**src/rtl/fsu_pkg.sv**
```systemverilog
package fsu_pkg;

  typedef enum logic [1:0] {
    OP_NONE  = 2'd0,
    OP_PROG  = 2'd1,
    OP_ERASE = 2'd2,
    OP_RESET = 2'd3
  } fsu_op_e;

  typedef enum logic [1:0] {
    PH_READ  = 2'd0,
    PH_PROG  = 2'd1,
    PH_ERASE = 2'd2
  } fsu_phase_e;

  // Programming may only clear bits: every 1 in the request must already be stored.
  function automatic logic prog_allowed(input logic [7:0] stored, input logic [7:0] data);
    return (stored & data) == data;
  endfunction

  function automatic logic [7:0] status_byte(input logic poll, input logic tog, input logic tmo);
    return {poll, tog, tmo, 5'b00000};
  endfunction

endpackage

```
**src/rtl/fsu_cell_array.sv**
```systemverilog
module fsu_cell_array #(
  parameter int ADDR_W = 4,
  parameter int WORD_W = 8
) (
  input  logic              clk,
  input  logic              rst_n,
  input  logic              wr_en,
  input  logic [ADDR_W-1:0] wr_addr,
  input  logic [WORD_W-1:0] wr_data,
  input  logic              fill,
  input  logic [ADDR_W-1:0] rd_addr,
  output logic [WORD_W-1:0] rd_word,
  input  logic [ADDR_W-1:0] tgt_addr,
  output logic [WORD_W-1:0] tgt_word
);
  localparam int DEPTH = 1 << ADDR_W;

  logic [WORD_W-1:0] cells [DEPTH];

  for (genvar g = 0; g < DEPTH; g++) begin : g_cell
    always_ff @(posedge clk or negedge rst_n) begin
      if (!rst_n)
        cells[g] <= '1;
      else if (fill)
        cells[g] <= '1;
      else if (wr_en && (wr_addr == ADDR_W'(g)))
        cells[g] <= wr_data;
    end
  end

  assign rd_word  = cells[rd_addr];
  assign tgt_word = cells[tgt_addr];
endmodule

```
**src/rtl/fsu_op_timer.sv**
```systemverilog
module fsu_op_timer #(
  parameter int CNT_W = 8
) (
  input  logic             clk,
  input  logic             rst_n,
  input  logic             clear,
  input  logic             run,
  input  logic [CNT_W-1:0] limit,
  output logic [CNT_W-1:0] elapsed,
  output logic             expired
);
  // Saturates at the limit so a stuck operation never wraps back below it.
  always_ff @(posedge clk or negedge rst_n) begin
    if (!rst_n)
      elapsed <= '0;
    else if (clear)
      elapsed <= '0;
    else if (run && (elapsed < limit))
      elapsed <= elapsed + 1'b1;
  end

  assign expired = (elapsed >= limit);
endmodule

```
**src/rtl/flash_status_unit.sv**
```systemverilog
module flash_status_unit
  import fsu_pkg::*;
#(
  parameter int ADDR_W      = 4,
  parameter int PROG_CYC    = 64,
  parameter int ERASE_CYC   = 2000,
  parameter int PROG_LIMIT  = 256,
  parameter int ERASE_LIMIT = 8192
) (
  input  logic              clk,
  input  logic              rst_n,
  input  logic [1:0]        cmd_op,
  input  logic [ADDR_W-1:0] cmd_addr,
  input  logic [7:0]        cmd_data,
  input  logic              rd_en,
  input  logic [ADDR_W-1:0] rd_addr,
  output logic [7:0]        rd_data
);
  localparam int MAX_LIM = (PROG_LIMIT > ERASE_LIMIT) ? PROG_LIMIT : ERASE_LIMIT;
  localparam int CNT_W   = $clog2(MAX_LIM + 1);
  localparam logic [CNT_W-1:0] PROG_END  = CNT_W'(PROG_CYC - 1);
  localparam logic [CNT_W-1:0] ERASE_END = CNT_W'(ERASE_CYC - 1);
  localparam logic [CNT_W-1:0] PROG_LIM  = CNT_W'(PROG_LIMIT);
  localparam logic [CNT_W-1:0] ERASE_LIM = CNT_W'(ERASE_LIMIT);

  fsu_phase_e        phase;
  logic [ADDR_W-1:0] tgt_addr;
  logic [7:0]        tgt_data;
  logic              toggle;

  // Named internal events, observed by the bound checker.
  logic              busy, prog_phase, cmd_rst, start_prog, start_erase, op_start;
  logic              prog_ok, reach_end, op_finish, timed_out;
  logic [CNT_W-1:0]  elapsed, cur_limit, cur_end;
  logic [7:0]        rd_word, tgt_word;

  assign busy        = (phase != PH_READ);
  assign prog_phase  = (phase == PH_PROG);
  assign cmd_rst     = (cmd_op == OP_RESET);
  assign start_prog  = !busy && (cmd_op == OP_PROG);
  assign start_erase = !busy && (cmd_op == OP_ERASE);
  assign op_start    = start_prog || start_erase;
  assign cur_limit   = prog_phase ? PROG_LIM : ERASE_LIM;
  assign cur_end     = prog_phase ? PROG_END : ERASE_END;
  assign prog_ok     = prog_allowed(tgt_word, tgt_data);
  assign reach_end   = busy && (elapsed == cur_end);
  assign op_finish   = reach_end && !cmd_rst && (!prog_phase || prog_ok);

  fsu_op_timer #(.CNT_W(CNT_W)) u_timer (
    .clk     (clk),
    .rst_n   (rst_n),
    .clear   (cmd_rst || op_start),
    .run     (busy),
    .limit   (cur_limit),
    .elapsed (elapsed),
    .expired (timed_out)
  );

  fsu_cell_array #(.ADDR_W(ADDR_W), .WORD_W(8)) u_cells (
    .clk      (clk),
    .rst_n    (rst_n),
    .wr_en    (op_finish && prog_phase),
    .wr_addr  (tgt_addr),
    .wr_data  (tgt_data),
    .fill     (op_finish && (phase == PH_ERASE)),
    .rd_addr  (rd_addr),
    .rd_word  (rd_word),
    .tgt_addr (tgt_addr),
    .tgt_word (tgt_word)
  );

  always_ff @(posedge clk or negedge rst_n) begin
    if (!rst_n) begin
      phase    <= PH_READ;
      tgt_addr <= '0;
      tgt_data <= '0;
    end else if (cmd_rst || op_finish) begin
      phase <= PH_READ;
    end else if (start_prog) begin
      phase    <= PH_PROG;
      tgt_addr <= cmd_addr;
      tgt_data <= cmd_data;
    end else if (start_erase) begin
      phase <= PH_ERASE;
    end
  end

  always_ff @(posedge clk or negedge rst_n) begin
    if (!rst_n)
      toggle <= 1'b0;
    else if (cmd_rst || op_start)
      toggle <= 1'b0;
    else if (busy && rd_en)
      toggle <= ~toggle;
  end

  assign rd_data = busy ? status_byte(prog_phase & ~tgt_data[7], toggle, timed_out) : rd_word;
endmodule

```
**config.mk**
```make
export PLATFORM = sky130hd
export DESIGN_NAME = flash_status_unit
export DESIGN_NICKNAME = d
export VERILOG_FILES = /design/src/rtl/fsu_pkg.sv /design/src/rtl/fsu_cell_array.sv /design/src/rtl/fsu_op_timer.sv /design/src/rtl/flash_status_unit.sv
export SDC_FILE = /design/constraint.sdc
export NUM_CORES = 1
export LEC_CHECK = 0
export BUFFER_PORTS_ARGS = -buffer_cell sky130_fd_sc_hd__buf_2
export CORE_ASPECT_RATIO = 0.7
export CORE_MARGIN = 3
export CORE_UTILIZATION = 64
export CTS_CLUSTER_DIAMETER = 120
export DETAILED_ROUTE_END_ITERATION = 7
export PLACE_DENSITY = 0.82
export SYNTH_ARGS = -nofsm -noshare
export SYNTH_HDL_FRONTEND = slang
export SYNTH_SLANG_ARGS = --single-unit
```
**constraint.sdc**
```tcl
create_clock -name clk -period 14.75 [get_ports clk]
set_input_delay 4.425 -clock clk [delete_from_list [all_inputs] [get_ports clk]]
set_output_delay 4.425 -clock clk [all_outputs]
set_load 0.05 [all_outputs]
```
==> impl_metrics.py <==
metrics = {
    "worst_setup_path": {
        "rr_endpoint": "u_cells.cells[17]",
        "worstPathRequired_ns": 10.32,
        "worst_setup_path_start_kind": "primary input",
        "path_max_fanout": 32,
        "worstReg2RegStart": "phase[1]",
        "crit_type": "primary input to primary output",
        "r2r.worst_path.cells": 10,
        "r2r_slack_ns": 10.14,
        "worst_setup_path_end_kind": "primary output",
        "crit_arrival_ns": 6.86,
    },
    "clock_network": {
        "holdBufCountCts": 0,
        "cts_setup_buffers": 0,
        "cts_tree": "built",
        "cts_buffers": 17,
        "path_clk_slew_ns": 0.06,
        "cts_buffer_depth": 2,
        "clock-root-buffer": "clkbuf_16",
        "clock_sinks": 157,
        "ctsHtreeMaxLevel": 4,
        "cts_resized": 0,
        "worstSkewPairLatency_ns": 0.43,
    },
    "die": {
        "start_util_pct": 66.97,
        "num_rows": 35,
        "die_w_um": 148.0,
        "die_h_um": 105.4,
        "die-area_um2": 15600,
        "core_area_um2": 13490,
        "io_pins": 29,
    },
    "synth": {
        "syn_area_per_cell_um2": 11.95,
        "ys.flop_type": "dfstp_2",
        "yosys.area.top_type": "dfstp_2",
        "synth_edf_count": 0,
        "async_reset_ff_share_pct": 100.0,
        "syn_inst": 756,
        "syn-num-nets": 781,
        "yosysTopAreaCellShare_pct": 37.24,
        "synth_area_leaders": "dfstp_2, mux4_2, mux2i_1, dfrtp_1, nor2_1",
        "ys_seq_area_share_pct": 45.27,
        "ys_types": 50,
        "ys_top_cells_by_count": "nor2_1, mux2i_1, dfstp_2",
        "yosysMostFrequentCell": "nor2_1",
        "synth_seq_cells": 157,
        "synth.cell_area_um2": 9032,
        "yosys_warnings": 0,
    },
    "power_and_ir_drop": {
        "p_leak_nw": 4.511,
        "ir_worst_vdd_mv": 0.1295,
        "power_density_nw_per_um2": 127.9,
    },
    "sta": {
        "rsz0062_at_grt": "no",
        "hold_viol": 0,
        "fin_setup_tns_ns": 0,
        "tightest_slew_ns": 1.183,
        "slew_headroom_pct": 21.12,
        "max_freq_mhz": 88.64,
        "final.setup_skew_ns": 0.01088,
        "finalSetupViolCount": 0,
        "drv_slew": 0,
        "fin_crit_sh_pct": 76.49,
        "fin_crit_ns": 11.28,
    },
    "detailed_routing": {
        "vias": 6763,
        "finalWirelength_um": 25600,
        "ant_nets": 0,
        "vias_per_cell": 7.067,
        "dr.pass1.iters": 5,
        "drc": 0,
        "dr.first_iter.drc_count": 853,
        "wire_per_inst_um": 26.75,
    },
    "placed_design": {
        "dp_cells": 925,
        "dp.final_hpwl_um": 15700,
        "placement.io_buffers": 28,
        "place.gp.congestion": 0.9424,
    },
    "outcome": {
        "status": "finished clean",
    },
    "cells_and_area": {
        "multi_input_area_um2": 4691,
        "layout.cells.non_filler": 957,
        "layout.nets": 784,
        "nFillCells": 890,
        "finalCoreUtilization_pct": 73.39,
        "layout-drive-gt1-share_pct": 37.69,
        "area_growth_pct": 9.586,
        "num_antenna_cells": 0,
        "regArea_um2": 4090,
    },
    "run": {
        "drv_cap": 0,
    },
    "min_path": {
        "worstHoldPathCells": 2,
        "worst_hold_path_type": "register to register",
        "min_delay_worst_endpoint": "u_cells.cells[0]",
        "worstHoldStart": "u_cells.cells[0]",
    },
    "grt": {
        "grt_pass1_vias": 6948,
        "grt_max_degree": 81,
        "antenna_found_initial": 0,
        "grt_pass1_wl_um": 40150,
        "track_usage_pct": 34.18,
        "gr-total-overflow": 0,
    },
}
## registers in the layout (all words and copies together), names as in the netlist
| name | cells |
|---|---|
| toggle | 1 |
| u_timer.elapsed | 14 |
| tgt_addr | 4 |
| tgt_data | 8 |
| phase | 2 |
| u_cells.cells | 128 |
## metal layers
| metal | track usage, % | vias to the layer above | routed length, um |
|---|---|---|---|
| li1 | - | 2742 | - |
| met3 | 9.884 | 94 | 2590 |
| met1 | 46.13 | 3470 | 10210 |
| met4 | 13.78 | 0 | 977 |
| met5 | 0 | - | 0 |
| met2 | 52.82 | 457 | 11830 |
## final cells by class
type	count	share of cell area, %
multi-input combinational	536	47.39
sequential	157	41.32
clock buffer	21	4.551
timing repair buffer	35	2.010
clock inverter	11	1.934
tap	185	2.339
inverter	12	0.4551
## worst max path at each step
stage | startpoint | endpoint | depth (start not counted)
after floorplan | rd_addr[0] | rd_data[7] | 6
after global placement | rd_addr[0] | rd_data[7] | 6
after detailed placement | rd_addr[0] | rd_data[7] | 6
after CTS | rd_addr[0] | rd_data[1] | 5
after global routing | rd_addr[0] | rd_data[7] | 6
final | rd_addr[0] | rd_data[1] | 5
## placed cells by master, fill, tap and decap left out, drive strengths merged, types with 12 or more instances in the layout
cell type	n
buf	35
clkbuf	21
dfrtp	29
dfstp	128
mux2i	142
nand2	29
mux4	65
mux2	12
nor2	165
nand3	24
## metrics by stage
stage	hold WS (ns)	setup WS [ns]	instance area, um2	total power [mW]
after global routing	0.5560	3.271	9898	1.304
after global placement	0.5188	3.544	9256	0.7626
after CTS	0.5405	3.411	9898	1.256
after detailed placement	0.5293	3.444	9256	0.7741
final	0.5421	3.468	9898	1.266
after floorplan	0.5037	3.557	9032	0.6916
## critical path, cell delays in order
cell,delay [ns]
buf_2,0.87
mux4_2,0.65
mux4_2,0.51
and2_1,0.18
buf_2,0.21
## power by group
part           internal [mW]  leakage [nW]  switching [mW]  total (mW)
Combinational         0.0901          2.51           0.208       0.298
Clock                  0.305         0.303           0.181       0.485
Sequential             0.451          1.69          0.0317       0.483
Total                  0.846          4.51           0.420        1.27
## logic make-up (layout without fill, tap and decap cells)
group / Yosys count / after routing / synth area share (%)
buf+inv: 63 / 79 / 2.854
flops: 157 / 157 / 45.27
fa+ha+maj: 4 / 4 / 0.5541
simple gates: 263 / 263 / 13.60
xor+xnor: 14 / 14 / 1.358
mux: 219 / 219 / 33.44
compound gates: 36 / 36 / 2.923
No activity file was read; power rests on OpenSTA's default activity.
